[config.mk]
export PLATFORM = sky130hd
export DESIGN_NAME = flash_irq_ctrl
export DESIGN_NICKNAME = d
export VERILOG_FILES = /design/src/rtl/flash_irq_pkg.sv /design/src/rtl/flash_irq_fsm.sv /design/src/rtl/flash_irq_regs.sv /design/src/rtl/flash_irq_rdmux.sv /design/src/rtl/flash_irq_ctrl.sv
export SDC_FILE = /design/constraint.sdc
export NUM_CORES = 1
export LEC_CHECK = 0
export BUFFER_PORTS_ARGS = -buffer_cell sky130_fd_sc_hd__buf_2
export CAP_MARGIN = 10
export CORE_AREA = 2 2 87 68
export DETAILED_ROUTE_END_ITERATION = 16
export DIE_AREA = 0 0 89 70
export GPL_TIMING_DRIVEN = 0
export PLACE_DENSITY_LB_ADDON = 0.12
export SLEW_MARGIN = 15
export SYNTH_ARGS = -nofsm -noshare
export SYNTH_HDL_FRONTEND = slang
export SYNTH_SLANG_ARGS = --single-unit
[constraint.sdc]
create_clock -name clk_i -period 1.4 [get_ports clk_i]
set_input_delay 0 -clock clk_i [delete_from_list [all_inputs] [get_ports clk_i]]
set_output_delay 0 -clock clk_i [all_outputs]
set_load 0.05 [all_outputs]
[src/rtl/flash_irq_pkg.sv]
package flash_irq_pkg;

    localparam int DATA_W     = 16;
    localparam int ADDR_W     = 3;
    localparam int N_EVT      = 4;

    localparam int MASTER_BIT = DATA_W - 1;
    localparam int DONE_LSB   = 4;
    localparam int ERR_LSB    = 10;
    localparam int POL_BIT    = 6;
    localparam int RDY_BIT    = 7;

    localparam logic [DATA_W-1:0] CFG1_RST     = 16'h40C0;
    localparam logic [DATA_W-1:0] CFG2_RST     = 16'h0000;
    localparam logic [DATA_W-1:0] CFG1_RD_MASK = 16'hFFE0;

    localparam logic [N_EVT-1:0] DONE_COLD = 4'b1000;
    localparam logic [N_EVT-1:0] DONE_WARM = 4'b0001;

    typedef enum logic [ADDR_W-1:0] {
        RA_STATUS = 3'd0,
        RA_INTR   = 3'd1,
        RA_CFG1   = 3'd2,
        RA_CFG2   = 3'd3,
        RA_CMD    = 3'd4
    } reg_addr_e;

    typedef enum logic {
        ST_ARMED   = 1'b0,
        ST_FLAGGED = 1'b1
    } irq_state_e;

endpackage

[src/rtl/flash_irq_fsm.sv]
module flash_irq_fsm
    import flash_irq_pkg::*;
(
    input  logic clk_i,
    input  logic rst_ni,
    input  logic warm_rst_i,
    input  logic intr_wr_i,
    input  logic wr_master_i,
    input  logic any_evt_i,
    output logic master_o
);

    irq_state_e state_q;
    irq_state_e state_d;

    always_comb begin
        state_d = state_q;
        unique case (state_q)
            ST_ARMED: begin
                if (warm_rst_i || any_evt_i) begin
                    state_d = ST_FLAGGED;            // FLAG_ON_EVENT
                end
            end
            ST_FLAGGED: begin
                if (warm_rst_i || any_evt_i) begin
                    state_d = ST_FLAGGED;            // FLAG_ON_EVENT
                end else if (intr_wr_i && !wr_master_i) begin
                    state_d = ST_ARMED;              // CLEAR_BY_WRITE
                end
            end
            default: state_d = ST_FLAGGED;
        endcase
    end

    always_ff @(posedge clk_i or negedge rst_ni) begin
        if (!rst_ni) begin
            state_q <= ST_FLAGGED;
        end else begin
            state_q <= state_d;
        end
    end

    always_comb begin
        master_o = (state_q == ST_FLAGGED);
    end

    AST_EVT_FLAGS: assert property (@(posedge clk_i) disable iff (!rst_ni)
        any_evt_i |=> master_o);

    AST_WARM_FLAGS: assert property (@(posedge clk_i) disable iff (!rst_ni)
        warm_rst_i |=> master_o);

endmodule

[src/rtl/flash_irq_regs.sv]
module flash_irq_regs
    import flash_irq_pkg::*;
(
    input  logic              clk_i,
    input  logic              rst_ni,
    input  logic              warm_rst_i,
    input  logic              bus_wr_i,
    input  logic [ADDR_W-1:0] bus_addr_i,
    input  logic [DATA_W-1:0] bus_wdata_i,
    input  logic [N_EVT-1:0]  ev_done_i,
    input  logic              ev_err_i,
    input  logic              ev_unknown_i,
    input  logic              master_i,
    output logic              any_evt_o,
    output logic              intr_wr_o,
    output logic [N_EVT-1:0]  done_o,
    output logic [N_EVT-1:0]  err_o,
    output logic [DATA_W-1:0] cfg1_o,
    output logic [DATA_W-1:0] cfg2_o,
    output logic              ready_o,
    output logic              cmd_valid_o,
    output logic [DATA_W-1:0] cmd_code_o
);

    logic              wr_intr, wr_cfg1, wr_cfg2, wr_cmd;
    logic              clr_errs;
    logic              cmd_take;
    logic [N_EVT-1:0]  err_set;
    logic [N_EVT-1:0]  done_d, err_d;
    logic [N_EVT-1:0]  done_q, err_q;
    logic [DATA_W-1:0] cfg1_q, cfg2_q, cmd_q;
    logic              rdy_q, cval_q;

    assign wr_intr   = bus_wr_i && (bus_addr_i == RA_INTR);
    assign wr_cfg1   = bus_wr_i && (bus_addr_i == RA_CFG1);
    assign wr_cfg2   = bus_wr_i && (bus_addr_i == RA_CFG2);
    assign wr_cmd    = bus_wr_i && (bus_addr_i == RA_CMD);
    assign any_evt_o = (|ev_done_i) || ev_unknown_i;
    assign intr_wr_o = wr_intr;

    // the generic command error accompanies every failure
    assign err_set[0] = ev_unknown_i || (ev_err_i && (|ev_done_i));
    for (genvar g = 1; g < N_EVT; g++) begin : g_err_set
        assign err_set[g] = ev_err_i && ev_done_i[g];
    end

    // master ends clear only when the write drops it and no event raises it
    assign clr_errs = wr_intr && !(master_i && bus_wdata_i[MASTER_BIT]) && !any_evt_o;
    assign cmd_take = wr_cmd && !master_i && !warm_rst_i;

    always_comb begin
        if (warm_rst_i) begin
            done_d = DONE_WARM;
            err_d  = '0;
        end else begin
            done_d = (wr_intr ? (done_q & bus_wdata_i[DONE_LSB +: N_EVT]) : done_q)
                     | ev_done_i;
            err_d  = (clr_errs ? '0 : err_q) | err_set;
        end
    end

    always_ff @(posedge clk_i or negedge rst_ni) begin
        if (!rst_ni) begin
            done_q <= DONE_COLD;
            err_q  <= '0;
        end else begin
            done_q <= done_d;
            err_q  <= err_d;
        end
    end

    always_ff @(posedge clk_i or negedge rst_ni) begin
        if (!rst_ni) begin
            cfg1_q <= CFG1_RST;
            cfg2_q <= CFG2_RST;
            rdy_q  <= 1'b1;
        end else if (warm_rst_i) begin
            cfg1_q <= CFG1_RST;
            cfg2_q <= CFG2_RST;
            rdy_q  <= 1'b1;
        end else begin
            if (wr_cfg1) begin
                cfg1_q <= bus_wdata_i;
                rdy_q  <= bus_wdata_i[RDY_BIT];
            end
            if (wr_cfg2) begin
                cfg2_q <= bus_wdata_i;
            end
        end
    end

    always_ff @(posedge clk_i or negedge rst_ni) begin
        if (!rst_ni) begin
            cmd_q  <= '0;
            cval_q <= 1'b0;
        end else begin
            cval_q <= cmd_take;
            if (cmd_take) begin
                cmd_q <= bus_wdata_i;
            end
        end
    end

    assign done_o      = done_q;
    assign err_o       = err_q;
    assign cfg1_o      = cfg1_q;
    assign cfg2_o      = cfg2_q;
    assign ready_o     = rdy_q;
    assign cmd_valid_o = cval_q;
    assign cmd_code_o  = cmd_q;

    AST_ERR_PAIR: assert property (@(posedge clk_i) disable iff (!rst_ni)
        (|err_q[N_EVT-1:1]) |-> err_q[0]);

    AST_CMD_REFUSED: assert property (@(posedge clk_i) disable iff (!rst_ni)
        (wr_cmd && master_i) |=> (!cval_q && $stable(cmd_q)));

    AST_WARM_VALUES: assert property (@(posedge clk_i) disable iff (!rst_ni)
        warm_rst_i |=> (done_q == DONE_WARM && err_q == '0 && rdy_q));

    AST_READY_FOLLOW: assert property (@(posedge clk_i) disable iff (!rst_ni)
        (wr_cfg1 && !warm_rst_i) |=> (rdy_q == $past(bus_wdata_i[RDY_BIT])));

    AST_EVT_DONE_SET: assert property (@(posedge clk_i) disable iff (!rst_ni)
        (|ev_done_i && !warm_rst_i) |=> ((done_q & $past(ev_done_i)) == $past(ev_done_i)));

endmodule

[src/rtl/flash_irq_rdmux.sv]
module flash_irq_rdmux
    import flash_irq_pkg::*;
(
    input  logic [ADDR_W-1:0] addr_i,
    input  logic              master_i,
    input  logic [N_EVT-1:0]  done_i,
    input  logic [N_EVT-1:0]  err_i,
    input  logic [DATA_W-1:0] cfg1_i,
    input  logic [DATA_W-1:0] cfg2_i,
    input  logic [DATA_W-1:0] cmd_i,
    output logic [DATA_W-1:0] rdata_o
);

    logic [DATA_W-1:0] intr_word;
    logic [DATA_W-1:0] stat_word;

    always_comb begin
        intr_word                       = '0;
        intr_word[MASTER_BIT]           = master_i;
        intr_word[DONE_LSB +: N_EVT]    = done_i;
        stat_word                       = '0;
        stat_word[ERR_LSB +: N_EVT]     = err_i;
    end

    always_comb begin
        unique case (addr_i)
            RA_STATUS: rdata_o = stat_word;
            RA_INTR:   rdata_o = intr_word;
            RA_CFG1:   rdata_o = cfg1_i & CFG1_RD_MASK;
            RA_CFG2:   rdata_o = cfg2_i;
            RA_CMD:    rdata_o = cmd_i;
            default:   rdata_o = '0;
        endcase
    end

endmodule

[src/rtl/flash_irq_ctrl.sv]
module flash_irq_ctrl
    import flash_irq_pkg::*;
(
    input  logic              clk_i,
    input  logic              rst_ni,
    input  logic              warm_rst_i,
    input  logic              bus_wr_i,
    input  logic [ADDR_W-1:0] bus_addr_i,
    input  logic [DATA_W-1:0] bus_wdata_i,
    output logic [DATA_W-1:0] bus_rdata_o,
    input  logic [N_EVT-1:0]  ev_done_i,
    input  logic              ev_err_i,
    input  logic              ev_unknown_i,
    output logic              irq_o,
    output logic              ready_o,
    output logic              cmd_valid_o,
    output logic [DATA_W-1:0] cmd_code_o
);

    logic              master;
    logic              any_evt;
    logic              intr_wr;
    logic [N_EVT-1:0]  done;
    logic [N_EVT-1:0]  err;
    logic [DATA_W-1:0] cfg1;
    logic [DATA_W-1:0] cfg2;

    flash_irq_fsm u_fsm (
        .clk_i       (clk_i),
        .rst_ni      (rst_ni),
        .warm_rst_i  (warm_rst_i),
        .intr_wr_i   (intr_wr),
        .wr_master_i (bus_wdata_i[MASTER_BIT]),
        .any_evt_i   (any_evt),
        .master_o    (master)
    );

    flash_irq_regs u_regs (
        .clk_i        (clk_i),
        .rst_ni       (rst_ni),
        .warm_rst_i   (warm_rst_i),
        .bus_wr_i     (bus_wr_i),
        .bus_addr_i   (bus_addr_i),
        .bus_wdata_i  (bus_wdata_i),
        .ev_done_i    (ev_done_i),
        .ev_err_i     (ev_err_i),
        .ev_unknown_i (ev_unknown_i),
        .master_i     (master),
        .any_evt_o    (any_evt),
        .intr_wr_o    (intr_wr),
        .done_o       (done),
        .err_o        (err),
        .cfg1_o       (cfg1),
        .cfg2_o       (cfg2),
        .ready_o      (ready_o),
        .cmd_valid_o  (cmd_valid_o),
        .cmd_code_o   (cmd_code_o)
    );

    flash_irq_rdmux u_rdmux (
        .addr_i  (bus_addr_i),
        .master_i(master),
        .done_i  (done),
        .err_i   (err),
        .cfg1_i  (cfg1),
        .cfg2_i  (cfg2),
        .cmd_i   (cmd_code_o),
        .rdata_o (bus_rdata_o)
    );

    assign irq_o = master ^ ~cfg1[POL_BIT];

    AST_CLEAN_ARMED: assert property (@(posedge clk_i) disable iff (!rst_ni)
        !master |-> (err == '0));

    AST_UNKNOWN_FLAGS: assert property (@(posedge clk_i) disable iff (!rst_ni)
        (ev_unknown_i && !warm_rst_i) |=> (master && err[0]));

    AST_STROBE_ONE: assert property (@(posedge clk_i) disable iff (!rst_ni)
        cmd_valid_o |-> $past(bus_wr_i && bus_addr_i == RA_CMD));

endmodule

-- Yosys cells after proc, flatten, opt, wreduce, memory -nomap -nowiden
Cells that the tools add are included.
- equal/unequal tests: 4
- muxes and demuxes: 15
- bitwise operators: 6
- reduce and logical (&&, ||, !) cells: 26
- operators with widths (operator ; number):
    case mux 16 bit (5 select lines) ; 1
    2-to-1 mux 16 bit ; 4
    2-to-1 mux 4 bit ; 4
    logical AND 1 bit ; 14
    bitwise OR 4 bit ; 2
    equality test 3 x 2 -> 1 bit (second input constant) ; 2
    zero test 1 bit ; 5
    2-to-1 mux 1 bit ; 5
    bitwise AND 4 bit ; 1
    nonzero test 2 bit ; 2
    OR reduction 4 bit ; 1
    equality test 3 x 1 -> 1 bit (second input constant) ; 1
    equality test 3 bit (second input constant) ; 1
    zero test 3 bit ; 1
    logical OR 1 bit ; 3
    NOT 1 bit ; 2
    case mux 1 bit (2 select lines) ; 1
    XOR 1 bit ; 1
- flip-flop bits (word level): 59
- bits of input ports: 29

-- Depth between registers and ports, before layout
- depth after elaboration: 7
- mapped depth: 7
- depth with buffers taken out: 3

-- Modules after synthesis
From an unflattened synthesis, not the netlist that was laid out.
- cells, all modules: 287
- area total of the unflattened synthesis: 2956.6 um2
- modules (own cells, without submodules) (module ; times used ; cells each ; area each (um2)):
    flash_irq_regs ; 1 ; 223 ; 2384.8
    flash_irq_rdmux ; 1 ; 60 ; 521.8
    flash_irq_fsm ; 1 ; 3 ; 41.3
    flash_irq_ctrl ; 1 ; 1 ; 8.8

-- Worst setup path after synthesis
OpenSTA, ideal clock, no wires.
- kind: reg2out
- start: reg u_regs.cfg1_q[14], in the netlist u_regs.cfg1_o[14]
- end: out bus_rdata_o[14]
- arrival: 1.645 ns
- required time: 1.400 ns
- path slack: -0.245 ns
- stages on the path, launching flop included: 3
- buffers on the path: 0
- path through: dfstp_2 > mux2i_1 > o21ai_0
- longest elaborated chain between the ends: 1
- ends and longest elaborated chain (what ; line ; text):
    start: declaration ; flash_irq_regs.sv:31 ; logic [DATA_W-1:0] cfg1_q, cfg2_q, cmd_q;
    start signal: assignment ; flash_irq_regs.sv:83 ; cfg1_q <= bus_wdata_i;
    case mux 16 bit (5 select lines) ; flash_irq_rdmux.sv:26 ; unique case (addr_i)
    end: declaration ; flash_irq_ctrl.sv:10 ; output logic [DATA_W-1:0] bus_rdata_o,
No other way between the ends.

-- Worst setup path in the final report
- start: reg u_fsm.state_q, in the netlist u_fsm.master_o
- end: out bus_rdata_o[15]
- longest elaborated chain between the ends: 1
- ends and longest elaborated chain (what ; line ; text):
    start: declaration ; flash_irq_fsm.sv:13 ; irq_state_e state_q;
    start signal: assignment ; flash_irq_fsm.sv:39 ; state_q <= state_d;
    case mux 16 bit (5 select lines) ; flash_irq_rdmux.sv:26 ;
No other way between the ends.

==> reports/results.txt <==
Status - finished with violations
Failing checks - negative setup slack
Met1 Routed Length - 3.32 mm
Share of layout cells above drive strength 1 - 38.2%
CTS tree - done
Setup TNS - -0.0231 ns
Chip Height - 70 um
Starting DRC count in detailed routing - 90
Global-route wire length before repair - 10.4 mm
DRC viols - 0
RSZ-0062 raised after global routing - yes
CTS buffer count - 5
Most frequent cells in the layout - buf_2 (61), dfrtp_1 (48), dlygate4sd3_1 (23), nand2_1 (22)
Worst vdd ir - 0.428 mV
Crit end category - output port
Netlist Area Pre-Place - 0.00247 mm^2
GRT Util Overall - 21.9%
TritonCTS sink count - 53
Final WS setup - -0.0140 ns
Avg WL per Cell - 17.0 um
Synthesis-stage register bit count - 53
Die area - 0.00623 mm^2
Largest net degree at the start of global routing - 54
Most common cell after layout, fill and taps aside - buf_2
Setup CP Type - reg -> out
Routed wire length - 6.52 mm
Cell taking the most area after synthesis - dfrtp_1
CP required - 1.40 ns
Period minus WS final - 1.41 ns
R2R cell count - 3
EDFF count, synth - 0
Syn. warnings - 0
Initial antenna violation count - 0
Via Count - 2009
Critical Path Max Stage Delay - 0.59 ns
Part of the Yosys area used for sequential elements - 53.9%
Fill count - 481
Worst-skew pair later-pin latency - 0.31 ns
Reg-to-reg startpoint - u_fsm.master_o
Layout Nets - 334
LEAKAGE - 1.66 nW
Final setup fails - 4
Reg2reg end - u_regs.cmd_code_o[6]
Diodes inserted - 0
Mapped Cells - 208
Tcrit/Tclk final - 101%
Synth area leaders - dfrtp_1 (49%), mux2i_1 (8.1%), a22o_1 (7.1%)
Final Max Slew Viols - 0
Register area - 0.00133 mm^2
Data arrival, critical path - 1.41 ns
Dpl cell area - 0.00292 mm^2
Slowest-stage cell, CP - dfstp_2
CP max FO - 4
Antenna-violating nets left - 0
Vias in the first global route - 2033
Root Buffer - clkbuf_8
Headroom to the max-slew limit - 54.4%
Grt ovf - 0
Unique masters post-synth - 33
Pre-antenna DRT Iters - 4
H-Tree Level Count - 2
Mean post-synth cell area - 11.9 um^2
Worst R2R Setup Slack - 0 ns
Setup Skew - 0.0111 ns
Hold Crit Depth - 3
Final hold viol count - 0
Layout area overhead - 37.3%
Slew @ Worst Pin - 0.684 ns
Maximum clock frequency - 707 MHz
Maxcap violations - 0
Design Area, Final - 0.00340 mm^2
Met2 WL post-DR - 2.92 mm
Port Buffers - 62
Ys flop type - dfrtp_1
Crit path launch type - flop
Hold Startpoint - ev_err_i
Worst hold slack - 0.0456 ns
CTS Buffer Depth - 2
Share of the synthesized area in the top cell type - 48.6%
Multi-input gate area - 0.00113 mm^2
Clock-pin slew on the worst setup and hold paths - 0.10 ns
I/O Pins - 64
Final GP Congestion - 0.783
DIE WIDTH - 89 um
Core Box Area - 0.00553 mm^2
Worst hold-check path type - in -> reg
Placement Rows - 24
Initial Utilization - 44.8%
Synthesized Nets - 237
Detailed placer's ending HPWL - 4.16 mm
Worst-path cell chain - mux2i_1, o221ai_1, buf_4
PwrDens - 903 mW/mm^2
WHS Endpoint - u_regs.err_o[2]
Avg Vias per Cell - 5.23
Async set-reset flop share out of synthesis - 100%
Met3 wire length - 248 um
Top routing layer used - met4
[cells by family (layout without fill, tap and decap cells)]
logic type / Yosys count / in the layout / synth area share [%]
AOI/OAI and AO/OA: 48 / 48 / 14.7
buffers and inverters: 18 / 116 / 4.40
muxes: 36 / 36 / 15.4
xor gates and xnor gates: 1 / 1 / 0.354
and+or+nand+nor: 52 / 52 / 11.3
DFF: 53 / 53 / 53.9
[critical path: cells and delay by family (launching register included)]
family,cells,cell delay (ns)
mux,1,0.08
flops,1,0.59
buf+inv,1,0.24
compound gates,1,0.19
[per-layer routing]
metal  track usage, %  up-vias
met5                0        -
met3             5.08        6
met1             33.8     1003
met4             4.31        0
li1                 -      959
met2             31.8       41
[worst max-delay path by stage]
| stage | from | to | slack, ns |
|---|---|---|---|
| final | u_fsm.master_o | bus_rdata_o[15] | -0.01 |
| after detailed placement | bus_addr_i[0] | u_regs.cmd_code_o[10] | -0.16 |
| after floorplan | u_fsm.master_o | u_regs.cmd_code_o[10] | -0.01 |
| after global placement | bus_addr_i[2] | u_regs.cmd_code_o[10] | -0.17 |
| after global routing | u_fsm.master_o | bus_rdata_o[15] | -0.08 |
| after CTS | u_fsm.master_o | u_regs.cmd_code_o[10] | -0.06 |
[timing repair]
item                                    4_1_cts  5_1_grt
endpoints found under the setup margin       19       26
gates resized for setup                       8       17
hold endpoints to repair                     92        0
buffers inserted                              3        2
hold buffers                                 23        0
gates cloned                                  0        1
[metrics by stage]
step	setup slack, ns	instances	util, %	power (W)
after floorplan	-0.0133	208	-	0.00183
after global placement	-0.170	348	52.9	0.00198
after detailed placement	-0.164	348	52.9	0.00198
after CTS	-0.0557	382	59.9	0.00307
after global routing	-0.0830	384	61.5	0.00321
final	-0.0140	384	61.5	0.00307
[Yosys cell counts, drive strengths merged, types with 2 or more instances]
master / instances
inv: 3
nor3: 6
and3b: 2
mux2i: 20
nand2b: 2
mux2: 16
a21oi: 7
a211o: 3
o21ai: 9
nand2: 22
nor2: 10
nor2b: 3
clkbuf: 6
a22o: 20
dfrtp: 48
and4bb: 2
dfstp: 5
o221ai: 8
buf: 9
[power breakdown]
group	total, W	switching (W)	internal [W]	leakage, nW
clock network	0.00105	0.000514	0.000532	0.0552
registers	0.00159	0.0000222	0.00157	0.707
logic	0.000432	0.000260	0.000172	0.895
[sequential cells by signal, summed over array words and instances, names as in the netlist]
register and cells:
u_regs.cfg2_o 16, u_regs.cmd_code_o 16, u_regs.cfg1_o 11, u_regs.done_o 4
u_regs.err_o 4, u_fsm.master_o 1, u_regs.cmd_valid_o 1
[cell type report]
| cell class | count | share of cell area, % |
|---|---|---|
| inverter | 3 | 0.331 |
| buffer | 14 | 2.69 |
| tap | 78 | 2.87 |
| timing repair buffer | 91 | 18.6 |
| clock buffer | 6 | 2.14 |
| multi-input combinational | 137 | 33.1 |
| clock inverter | 2 | 1.03 |
| sequential | 53 | 39.2 |
No activity file was read; power rests on OpenSTA's default activity.
